--- src/rtl/vcap_pkg.sv ---
package vcap_pkg;

  typedef enum logic [1:0] {
    MODE_FULL  = 2'd0,
    MODE_HALF  = 2'd1,
    MODE_RAW8  = 2'd2,
    MODE_RAW10 = 2'd3
  } cap_mode_e;

  typedef enum logic [1:0] {
    DR_IDLE = 2'd0,
    DR_REQ  = 2'd1,
    DR_DATA = 2'd2
  } drain_state_e;

  localparam int NUM_COMP = 3;

endpackage

--- src/rtl/vcap_packer.sv ---
module vcap_packer
  import vcap_pkg::*;
#(
  parameter int WORDS = 64,
  parameter int SW    = 10,
  localparam int IW   = $clog2(WORDS)
) (
  input  logic          clk,
  input  logic          rst_n,
  input  cap_mode_e     mode,
  input  logic          in_valid,
  input  logic [1:0]    in_tag,
  input  logic [SW-1:0] in_data,
  input  logic          clear,
  output logic          we,
  output logic [IW-1:0] widx,
  output logic [31:0]   wdata,
  output logic          complete
);

  localparam int CNTW = $clog2(2 * WORDS) + 1;
  localparam int RLIM_FULL = WORDS;
  localparam int RLIM_HALF = WORDS / 2;

  logic packed_mode, half_mode, raw10_mode;
  assign packed_mode = (mode == MODE_FULL) || (mode == MODE_HALF);
  assign half_mode   = (mode == MODE_HALF);
  assign raw10_mode  = (mode == MODE_RAW10);

  logic [NUM_COMP-1:0] emit_v;
  logic [NUM_COMP-1:0] full_v;
  logic [IW-1:0]       idx_c  [NUM_COMP];
  logic [31:0]         word_c [NUM_COMP];

  for (genvar c = 0; c < NUM_COMP; c++) begin : g_comp
    localparam int LIM  = (c == 0) ? 2 * WORDS : WORDS;
    localparam int BASE = (c == 0) ? 0 : ((c == 1) ? WORDS / 2 : (3 * WORDS) / 4);

    logic [CNTW-1:0] cnt;
    logic            skip_ph;
    logic [23:0]     acc;
    logic            seen, room, take;

    assign seen = in_valid && packed_mode && (in_tag == 2'(c));
    assign room = (cnt != CNTW'(LIM));
    assign take = seen && room && !(half_mode && skip_ph);

    assign emit_v[c] = take && (cnt[1:0] == 2'b11);
    assign full_v[c] = !room || (take && (cnt == CNTW'(LIM - 1)));
    assign idx_c[c]  = IW'(BASE) + IW'(cnt >> 2);
    assign word_c[c] = {in_data[7:0], acc};

    always_ff @(posedge clk) begin
      if (!rst_n) begin
        cnt     <= '0;
        skip_ph <= 1'b0;
        acc     <= '0;
      end else if (clear) begin
        cnt     <= '0;
        skip_ph <= 1'b0;
      end else begin
        if (seen && room && half_mode) skip_ph <= ~skip_ph;
        if (take) begin
          cnt <= cnt + 1'b1;
          case (cnt[1:0])
            2'd0:    acc[7:0]   <= in_data[7:0];
            2'd1:    acc[15:8]  <= in_data[7:0];
            2'd2:    acc[23:16] <= in_data[7:0];
            default: ;
          endcase
        end
      end
    end
  end

  // raw modes: one sample per word
  logic [IW:0]   rcnt;
  logic [IW:0]   rlim;
  logic          rhit;
  logic [31:0]   rdata;

  assign rlim  = raw10_mode ? (IW + 1)'(RLIM_HALF) : (IW + 1)'(RLIM_FULL);
  assign rhit  = in_valid && !packed_mode && (rcnt != rlim);
  assign rdata = raw10_mode ? 32'(in_data) : 32'(in_data[7:0]);

  always_ff @(posedge clk) begin
    if (!rst_n)      rcnt <= '0;
    else if (clear)  rcnt <= '0;
    else if (rhit)   rcnt <= rcnt + 1'b1;
  end

  always_comb begin
    we    = rhit || (|emit_v);
    widx  = rcnt[IW-1:0];
    wdata = rdata;
    for (int c = 0; c < NUM_COMP; c++) begin
      if (emit_v[c]) begin
        widx  = idx_c[c];
        wdata = word_c[c];
      end
    end
  end

  assign complete = packed_mode ? ((|emit_v) && (&full_v))
                                : (rhit && (rcnt == rlim - 1'b1));

  // raw 10-bit words never land in the upper half of a buffer
  p_raw10_lower_half_r4: assert property (@(posedge clk) disable iff (!rst_n)
    (we && raw10_mode) |-> (widx < IW'(WORDS / 2)));

  // packed writes are only produced for the three component tags
  p_packed_tag_r1: assert property (@(posedge clk) disable iff (!rst_n)
    (we && packed_mode) |-> (in_tag != 2'd3));

endmodule

--- src/rtl/vcap_bufmem.sv ---
module vcap_bufmem #(
  parameter int WORDS = 64,
  parameter int NBUF  = 2,
  localparam int IW   = $clog2(WORDS),
  localparam int BW   = $clog2(NBUF)
) (
  input  logic          clk,
  input  logic          we,
  input  logic [BW-1:0] wbuf,
  input  logic [IW-1:0] widx,
  input  logic [31:0]   wdata,
  input  logic [BW-1:0] rbuf,
  input  logic [IW-1:0] ridx,
  output logic [31:0]   rdata
);

  logic [31:0] rd_b [NBUF];

  for (genvar b = 0; b < NBUF; b++) begin : g_bank
    logic [31:0] store [WORDS];

    always_ff @(posedge clk) begin
      if (we && (wbuf == BW'(b))) store[widx] <= wdata;
    end

    assign rd_b[b] = store[ridx];
  end

  assign rdata = rd_b[rbuf];

endmodule

--- src/rtl/vcap_drain.sv ---
module vcap_drain
  import vcap_pkg::*;
#(
  parameter int WORDS = 64,
  parameter int BURST = 16,
  parameter int AW    = 32,
  localparam int IW   = $clog2(WORDS),
  localparam int NBURST = WORDS / BURST,
  localparam int NBW  = $clog2(NBURST),
  localparam int BTW  = $clog2(BURST)
) (
  input  logic          clk,
  input  logic          rst_n,
  input  logic          start,
  input  logic          start_buf,
  input  logic [AW-1:0] base_addr,
  output logic          mem_req,
  input  logic          mem_gnt,
  output logic [AW-1:0] mem_addr,
  output logic          wr_valid,
  input  logic          wr_ready,
  output logic          wr_last,
  output logic          rd_buf,
  output logic [IW-1:0] rd_idx,
  output logic          busy
);

  drain_state_e     st;
  logic             dbuf;
  logic [NBW-1:0]   burst;
  logic [BTW-1:0]   beat;

  logic last_beat, last_burst;
  assign last_beat  = (beat == BTW'(BURST - 1));
  assign last_burst = (burst == NBW'(NBURST - 1));

  always_ff @(posedge clk) begin
    if (!rst_n) begin
      st    <= DR_IDLE;
      dbuf  <= 1'b0;
      burst <= '0;
      beat  <= '0;
    end else begin
      case (st)
        DR_IDLE: if (start) begin
          dbuf  <= start_buf;
          burst <= '0;
          beat  <= '0;
          st    <= DR_REQ;
        end
        DR_REQ: if (mem_gnt) begin
          beat <= '0;
          st   <= DR_DATA;
        end
        DR_DATA: if (wr_ready) begin
          if (last_beat) begin
            beat <= '0;
            if (last_burst) st <= DR_IDLE;
            else begin
              burst <= burst + 1'b1;
              st    <= DR_REQ;
            end
          end else begin
            beat <= beat + 1'b1;
          end
        end
        default: st <= DR_IDLE;
      endcase
    end
  end

  assign busy     = (st != DR_IDLE);
  assign mem_req  = (st == DR_REQ);
  assign wr_valid = (st == DR_DATA);
  assign wr_last  = wr_valid && last_beat;
  assign rd_buf   = dbuf;
  assign rd_idx   = {burst, beat};
  assign mem_addr = base_addr + AW'({dbuf, burst, {BTW{1'b0}}, 2'b00});

  // a pending request and its address hold until granted
  p_req_hold_r6: assert property (@(posedge clk) disable iff (!rst_n)
    (mem_req && !mem_gnt) |=> (mem_req && $stable(mem_addr)));

  // no data beat while a request waits
  p_no_beat_in_req_r6: assert property (@(posedge clk) disable iff (!rst_n)
    mem_req |-> !wr_valid);

  // after the final beat of a burst the data phase ends
  p_burst_end_r5: assert property (@(posedge clk) disable iff (!rst_n)
    (wr_valid && wr_ready && wr_last) |=> !wr_valid);

endmodule

--- src/rtl/vid_pingpong_capture.sv ---
module vid_pingpong_capture
  import vcap_pkg::*;
#(
  parameter int WORDS = 64,
  parameter int BURST = 16,
  parameter int AW    = 32,
  parameter int SW    = 10,
  localparam int IW   = $clog2(WORDS)
) (
  input  logic          clk,
  input  logic          rst_n,
  input  logic [1:0]    cfg_mode,
  input  logic [AW-1:0] cfg_base,
  input  logic          in_valid,
  input  logic [1:0]    in_tag,
  input  logic [SW-1:0] in_data,
  output logic          mem_req,
  input  logic          mem_gnt,
  output logic [AW-1:0] mem_addr,
  output logic          wr_valid,
  input  logic          wr_ready,
  output logic [31:0]   wr_data,
  output logic          wr_last,
  output logic          ovr_flag,
  input  logic          ovr_ack
);

  cap_mode_e mode;
  assign mode = cap_mode_e'(cfg_mode);

  logic          fill_buf;
  logic          blocked;
  logic          pk_we, pk_complete, pk_clear;
  logic [IW-1:0] pk_widx;
  logic [31:0]   pk_wdata;
  logic          drn_busy, drn_rd_buf;
  logic [IW-1:0] drn_rd_idx;
  logic [31:0]   mem_word;
  logic          fill_done, go;

  vcap_packer #(.WORDS(WORDS), .SW(SW)) u_pack (
    .clk      (clk),
    .rst_n    (rst_n),
    .mode     (mode),
    .in_valid (in_valid),
    .in_tag   (in_tag),
    .in_data  (in_data),
    .clear    (pk_clear),
    .we       (pk_we),
    .widx     (pk_widx),
    .wdata    (pk_wdata),
    .complete (pk_complete)
  );

  vcap_bufmem #(.WORDS(WORDS), .NBUF(2)) u_mem (
    .clk   (clk),
    .we    (pk_we),
    .wbuf  (fill_buf),
    .widx  (pk_widx),
    .wdata (pk_wdata),
    .rbuf  (drn_rd_buf),
    .ridx  (drn_rd_idx),
    .rdata (mem_word)
  );

  vcap_drain #(.WORDS(WORDS), .BURST(BURST), .AW(AW)) u_drain (
    .clk       (clk),
    .rst_n     (rst_n),
    .start     (go),
    .start_buf (fill_buf),
    .base_addr (cfg_base),
    .mem_req   (mem_req),
    .mem_gnt   (mem_gnt),
    .mem_addr  (mem_addr),
    .wr_valid  (wr_valid),
    .wr_ready  (wr_ready),
    .wr_last   (wr_last),
    .rd_buf    (drn_rd_buf),
    .rd_idx    (drn_rd_idx),
    .busy      (drn_busy)
  );

  // buffer handover
  assign fill_done = pk_complete || blocked;
  assign go        = fill_done && !drn_busy;
  assign pk_clear  = go;

  always_ff @(posedge clk) begin
    if (!rst_n) begin
      fill_buf <= 1'b0;
      blocked  <= 1'b0;
    end else if (go) begin
      fill_buf <= ~fill_buf;
      blocked  <= 1'b0;
    end else if (fill_done) begin
      blocked  <= 1'b1;
    end
  end

  always_ff @(posedge clk) begin
    if (!rst_n)                         ovr_flag <= 1'b0;
    else if (pk_complete && drn_busy)   ovr_flag <= 1'b1;
    else if (ovr_ack)                   ovr_flag <= 1'b0;
  end

  // raw 10-bit buffers only hold the lower half; the rest drains as zero
  assign wr_data = ((mode == MODE_RAW10) && drn_rd_idx[IW-1]) ? 32'd0 : mem_word;

  // a stalled beat holds its data
  p_beat_hold_r7: assert property (@(posedge clk) disable iff (!rst_n)
    (wr_valid && !wr_ready) |=> (wr_valid && $stable(wr_data) && $stable(wr_last)));

  // overrun flag only falls after an acknowledge
  p_ovr_sticky_r10: assert property (@(posedge clk) disable iff (!rst_n)
    (ovr_flag && !ovr_ack) |=> ovr_flag);

  // overrun only rises while a drain is in progress
  p_ovr_cause_r9: assert property (@(posedge clk) disable iff (!rst_n)
    $rose(ovr_flag) |-> $past(drn_busy));

  // once a buffer completes during a drain, no further samples are stored
  p_drop_while_blocked_r9: assert property (@(posedge clk) disable iff (!rst_n)
    (pk_complete && drn_busy) |=> !pk_we);

  // the buffer being drained is never the one being filled
  p_split_bufs_r8: assert property (@(posedge clk) disable iff (!rst_n)
    drn_busy |-> (drn_rd_buf != fill_buf));

endmodule

--- config.mk ---
export PLATFORM = sky130hd
export DESIGN_NAME = vid_pingpong_capture
export DESIGN_NICKNAME = d
export VERILOG_FILES = /design/src/rtl/vcap_pkg.sv /design/src/rtl/vcap_packer.sv /design/src/rtl/vcap_bufmem.sv /design/src/rtl/vcap_drain.sv /design/src/rtl/vid_pingpong_capture.sv
export SDC_FILE = /design/constraint.sdc
export NUM_CORES = 2
export LEC_CHECK = 0
export CAP_MARGIN = 20
export CORE_MARGIN = 1.5
export CORE_UTILIZATION = 45
export DETAILED_ROUTE_END_ITERATION = 6
export PLACE_DENSITY_LB_ADDON = 0.1
export SLEW_MARGIN = 20
export SYNTH_ARGS = -nofsm -noshare
export SYNTH_HDL_FRONTEND = slang
export SYNTH_SLANG_ARGS = --single-unit
--- constraint.sdc ---
create_clock -name clk -period 29.3 [get_ports clk]
set_input_delay 7.325 -clock clk [delete_from_list [all_inputs] [get_ports clk]]
set_output_delay 7.325 -clock clk [all_outputs]
set_load 0.02 [all_outputs]
Word-level counts from Yosys, hierarchy flattened
Memories as Yosys holds them, arrays and structs flattened.
Cells that the tools add are included.
{"block": "word_totals", "reg_bits": 118, "mem_bits_rw": 4096, "output_inout_bits": 68, "mem_count": 2}
{"block": "op_classes", "add_sub_neg": 10, "magnitude_cmp": 1, "n_eq_ne": 30, "mux": 35, "bitwise_logic": 7, "reduce_logical": 72}
{"memory": "u_mem.g_bank[0].store", "depth": 64, "width": 32, "read_ports": 1, "rd_clocked_by_memory_dff": 0, "wr": 1, "line_no": "vcap_bufmem.sv:20", "rtl": "logic [31:0] store [WORDS];"}
{"memory": "u_mem.g_bank[1].store", "depth": 64, "width": 32, "read_ports": 1, "rd_clocked_by_memory_dff": 0, "wr": 1, "line_no": "vcap_bufmem.sv:20"}
{"cell": "two-way mux 32 bit", "count": 7}
{"cell": "adder 32 x 9 -> 32 bit", "count": 1}
{"cell": "logical AND 1 bit", "count": 32}
{"cell": "AND reduction 3 bit", "count": 10}
{"cell": "adder 8 x 1 -> 8 bit, second input constant", "count": 3}
{"cell": "== test 2 bit, second input constant", "count": 10}
{"cell": "two-way mux 6 bit", "count": 3}
{"cell": "== test 8 x 6 -> 1 bit, second input constant", "count": 2}
{"cell": "two-way mux 2 bit", "count": 8}
{"cell": "two-way mux 4 bit", "count": 4}
{"cell": "!= test 8 x 7 -> 1 bit, second input constant", "count": 2}
{"cell": "adder 6 bit, first input constant", "count": 2}
{"cell": "== test 2 x 1 -> 1 bit, second input constant", "count": 6}
{"cell": "logical NOT 2 bit", "count": 6}
{"cell": "case mux 4 bit (3 select lines)", "count": 1}
{"cell": "two-way mux 10 bit", "count": 1}
{"cell": "== test 8 x 7 -> 1 bit, second input constant", "count": 1}
{"cell": "logical NOT 1 bit", "count": 8}
{"cell": "two-way mux 1 bit", "count": 8}
{"cell": "!= test 2 bit, second input constant", "count": 4}
{"cell": "!= test 8 bit, second input constant", "count": 1}
{"cell": "AND reduction 4 bit", "count": 2}
{"cell": "adder 7 x 1 -> 7 bit, second input constant", "count": 1}
{"cell": "== test 7 bit", "count": 1}
{"cell": "other kinds (19)", "count": 31}

Depth between registers and ports, before layout
{"block": "depth", "depth_word": 15, "ltp_mapped": 11}

Hierarchy
A second synthesis with hierarchy kept.
{"block": "unflattened", "hier_cells": 6775, "area_unflattened_um2": 162499.6}
{"mod": "vcap_bufmem", "n_inst": 1, "cells_per_inst": 5965, "area_each_um2": 155689.3, "seq_area_each_um2": 122998.0}
{"mod": "vcap_packer", "n_inst": 1, "cells_per_inst": 613, "area_each_um2": 5217.5, "seq_area_each_um2": 2122.0}
{"mod": "vcap_drain", "n_inst": 1, "cells_per_inst": 150, "area_each_um2": 1153.6, "seq_area_each_um2": 180.2}
{"mod": "vid_pingpong_capture", "n_inst": 1, "cells_per_inst": 47, "area_each_um2": 439.2, "seq_area_each_um2": 60.1}

Worst setup path before layout
Ideal clock, no wire load.
{"block": "synth_timing", "path_type": "in2out", "from": "input cfg_base[6]", "to": "output mem_addr[26]", "arrival_ns": 9.223, "path_slack_ns": 12.752, "cell_stages": 9, "n_path_buf": 0, "path_cell_list": "ha_1 -> inv_1 -> fa_1 -> nor2b_1 -> nor2_1 -> nor3_1 -> nand2_1 -> nor2_1 -> xor2_1"}
{"block": "synth_between", "elab_chain_len": 1}
{"element": "from (decl)", "line_no": "vid_pingpong_capture.sv:13", "rtl": "input logic [AW-1:0] cfg_base,"}
{"element": "adder 32 x 9 -> 32 bit", "line_no": "vcap_drain.sv:78", "rtl": "assign mem_addr = base_addr + AW'({dbuf, burst, {BTW{1'b0}}, 2'b00});"}
{"element": "to (decl)", "line_no": "vid_pingpong_capture.sv:19", "rtl": "output logic [AW-1:0] mem_addr,"}
Every way passes these cells.

Final worst setup path
{"block": "layout_timing", "from": "input cfg_mode[1]", "to": "output wr_data[3]"}
{"block": "layout_between", "elab_chain_len": 3}
{"element": "from (decl)", "line_no": "vid_pingpong_capture.sv:12", "rtl": "input logic [1:0] cfg_mode,"}
{"element": "== test 2 bit", "line_no": "vid_pingpong_capture.sv:107", "rtl": "assign wr_data = ((mode == MODE_RAW10) && drn_rd_idx[IW-1]) ? 32'd0 : mem_word;"}
{"element": "logical AND 1 bit", "line_no": "vid_pingpong_capture.sv:107"}
{"element": "two-way mux 32 bit", "line_no": "vid_pingpong_capture.sv:107"}
{"element": "to (decl)", "line_no": "vid_pingpong_capture.sv:22", "rtl": "output logic [31:0] wr_data,"}
Every way passes these cells.

==> run metrics <==
status=finished with violations; failing checks=design-rule violations; final setup margin=roughly 10 ns; PortBufs=107; drt pass-1 iters=7; VDD IR-drop max=roughly 0.054 mV; crit path max fanout=35; Cells after Synth=7021; die width=603 µm; area of the mapped netlist=between 150000 and 200000 µm²; area of the core=359000 µm²; Max Freq=0.0528 GHz; CTS hold repair buffers=0; HPWL Detailed=260000 µm; first-pass GRT wire length=643000 µm; relative slew slack=around 22%; via/cell ratio=6.15; Wirelength per Cell=37.0 µm; PD cells=65.7 nW/µm²; num ports=120; GR Overflow Total=0; worst slack, placed=10.38 ns; post-synth net total=7095; H-tree depth=5; vias after detailed routing=77500; CTS buffer count=roughly 440; Layout Cells excl Fill=12600; share of cells above drive strength 1=between 20% and 30%; Placed Cells=~12000; initial antenna violation count=33; Final ANT Viol Nets=0; main flop type after synthesis=edfxtp_1; critical path class=input port to primary output; Mean Syn Cell Area=approximately 23 µm²; vias in the first global route=79500; post_cts resized=0; Final Hold Vio Count=0; setup TNS=0 ns; die height=603 µm; clk_skew=0.0565 ns; clk_lat worst skew=0.98 ns; #FFs+latches synth=approximately 4200; max-slew violations=0; die area=364000 µm²; crit start category=input port; CTS tree=built; Std-Cell Rows=220; Period minus WS final=18.94 ns; Synth-to-Final Area Change=14.0%; largest net degree at the start of global routing=130; final net count=around 7500; GPL Wtd Cong=0.839; drc violations=3; period utilization=64.6%; synth unique cells=77; Synth Warn #=0; Root Buffer=clkbuf_16; Arr. time, crit path=between 10 and 15 ns; Worst Path Required=about 22 ns; max cap viols=0; CP Capture Type=primary output; # setup viols final=0; worst slew pin tran=1.16 ns; initial DRC count=9452; gr usage total=25.6%; # clock sinks=4214; filler instances=~28000; deepest clock path buffer count=4; sequential share of the synthesized area=77.3%; DRT Wirelength=466000 µm; Reg clk slew, reported paths=roughly 0.060 ns; Post-synth EDFFs=roughly 4000; Async SR Flop Fraction=0%; RSZ-0062 raised after global routing=false; Post-CTS Setup Bufs=0; Worst Hold Class=register to register; Initial Utilization=45.2%; LEAKAGE=57.2 nW
## cell usage after synthesis, types with 21 or more instances
| cell | instances | share of area, % |
|---|---|---|
| ha_1 | 21 | 0.16 |
| a222oi_1 | 24 | 0.15 |
| clkbuf_1 | 178 | 0.41 |
| a32oi_1 | 53 | 0.29 |
| nand3_1 | 51 | 0.16 |
| buf_2 | 142 | 0.44 |
| mux4_2 | 1208 | 17 |
| inv_1 | 44 | 0.10 |
| nand2_1 | 219 | 0.51 |
| a21oi_1 | 23 | 0.071 |
| dfxtp_1 | 118 | 1.5 |
| nand2b_1 | 31 | 0.12 |
| o211ai_1 | 30 | 0.14 |
| buf_1 | 46 | 0.11 |
| mux2i_1 | 163 | 1.0 |
| a22oi_1 | 57 | 0.26 |
| xnor2_1 | 37 | 0.20 |
| nand4_1 | 42 | 0.16 |
| edfxtp_1 | 4096 | 76 |
| nor2_1 | 211 | 0.49 |
## layout by cell type (no fill, tap or decap), drive strengths merged, types with 14 or more instances in the layout
cell | netlist | routed
nand2b | 31 | 31
clkdlybuf4s50 | 0 | 106
buf | 212 | 266
nor2b | 15 | 15
a32oi | 53 | 53
bufinv | 0 | 41
dfxtp | 118 | 118
mux4 | 1208 | 1208
mux2i | 163 | 163
xnor2 | 37 | 37
nand4 | 42 | 42
nand2 | 220 | 220
and3 | 19 | 19
xor2 | 19 | 19
a21oi | 24 | 24
nor2 | 212 | 212
and2 | 18 | 18
inv | 45 | 57
clkinv | 0 | 209
a222oi | 24 | 24
ha | 21 | 21
o211ai | 30 | 30
nand3 | 52 | 52
nor3 | 14 | 14
edfxtp | 4096 | 4096
diode | 0 | 20
a22oi | 57 | 57
clkbuf | 178 | 538
clkinvlp | 0 | 15
## flip-flops by register name (all words and copies together), names as in the netlist
| register | flops |
|---|---|
| u_drain.rd_buf | 1 |
| u_pack.g_comp.skip_ph | 3 |
| u_pack.rcnt | 7 |
| u_drain.burst | 2 |
| u_pack.g_comp.acc | 72 |
| u_drain.beat | 4 |
| fill_buf | 1 |
| ovr_flag | 1 |
| blocked | 1 |
| u_pack.g_comp.cnt | 24 |
| u_drain.st | 2 |
| u_mem.g_bank.store | 4096 |
## critical path, cell delays in order
cell             delay [ns]
clkdlybuf4s50_1        0.69
nand2_1                0.52
and3_2                 0.99
o221ai_1               0.35
a21oi_1                0.30
a221oi_1               0.13
o211ai_1               0.53
clkdlybuf4s50_1        0.71
## layer usage
| layer | share of wire (%) | track usage [%] | vias up |
|---|---|---|---|
| met3 | 6.8 | 4.42 | 599 |
| met1 | 41 | 35.6 | 43100 |
| met2 | 48 | 41.1 | 2936 |
| met4 | 3.9 | 9.01 | 10 |
| li1 | - | - | 30900 |
| met5 | 0.014 | 0 | - |
## kinds of logic (layout without fill, tap and decap cells)
group	count (synthesis)	count (layout)	synth area share [%]
mux	1371	1371	17.8
buf+inv	435	1232	1.18
other cells	0	20	0
flops	4214	4214	77.3
xor+xnor	56	56	0.303
compound gates	281	281	1.39
fa+ha+maj	22	22	0.174
simple gates	642	642	1.81
## per-stage QoR
step / hold WS, ns / total power, mW / util [%] / area (µm²)
3_5_place_dp: 0.446 / 6.77 / 47.6 / 171000
3_3_place_gp: 0.441 / 6.77 / 47.6 / 171000
2_1_floorplan: 0.434 / 6.71 / - / 162000
6_report: 0.455 / 12.1 / 51.5 / 185000
5_1_grt: 0.470 / 12.5 / 51.5 / 185000
4_1_cts: 0.458 / 12.2 / 51.5 / 185000
## where the power goes
part / switching, mW / leakage (nW) / internal [mW] / total, mW
registers: 0.00178 / 40.1 / 6.54 / 6.54
logic: 0.0764 / 10.2 / 0.0230 / 0.0993
clock network: 2.34 / 6.91 / 3.16 / 5.50
total: 2.41 / 57.2 / 9.73 / 12.1
## area by class of cell
cell class,instances,area (µm²),area share [%]
Sequential cell,4214,125000,67.8
Timing Repair Buffer,372,3160,1.71
Inverter,45,211,0.114
Clock buffer,538,11600,6.26
Clock inverter,277,2570,1.39
Multi-Input combinational cell,2372,35900,19.4
Tap cell,4773,5970,3.23
Antenna cell,20,50.0,0.0271
## final timing paths
| path | cells after the start | slack (ns) | start | to |
|---|---|---|---|---|
| min reg2reg | 2 | 0.45 | u_pack.g_comp[2].acc[20] | u_pack.g_comp[2].acc[20] |
| max reg2reg | 11 | 23.75 | u_pack.g_comp[2].cnt[0] | u_mem.g_bank[1].store[46][16] |
| max | 8 | 10.36 | cfg_mode[1] | wr_data[3] |
| min | 2 | 0.45 | u_pack.g_comp[2].acc[20] | u_pack.g_comp[2].acc[20] |
Note: power is estimated with default switching activity, not from simulation.
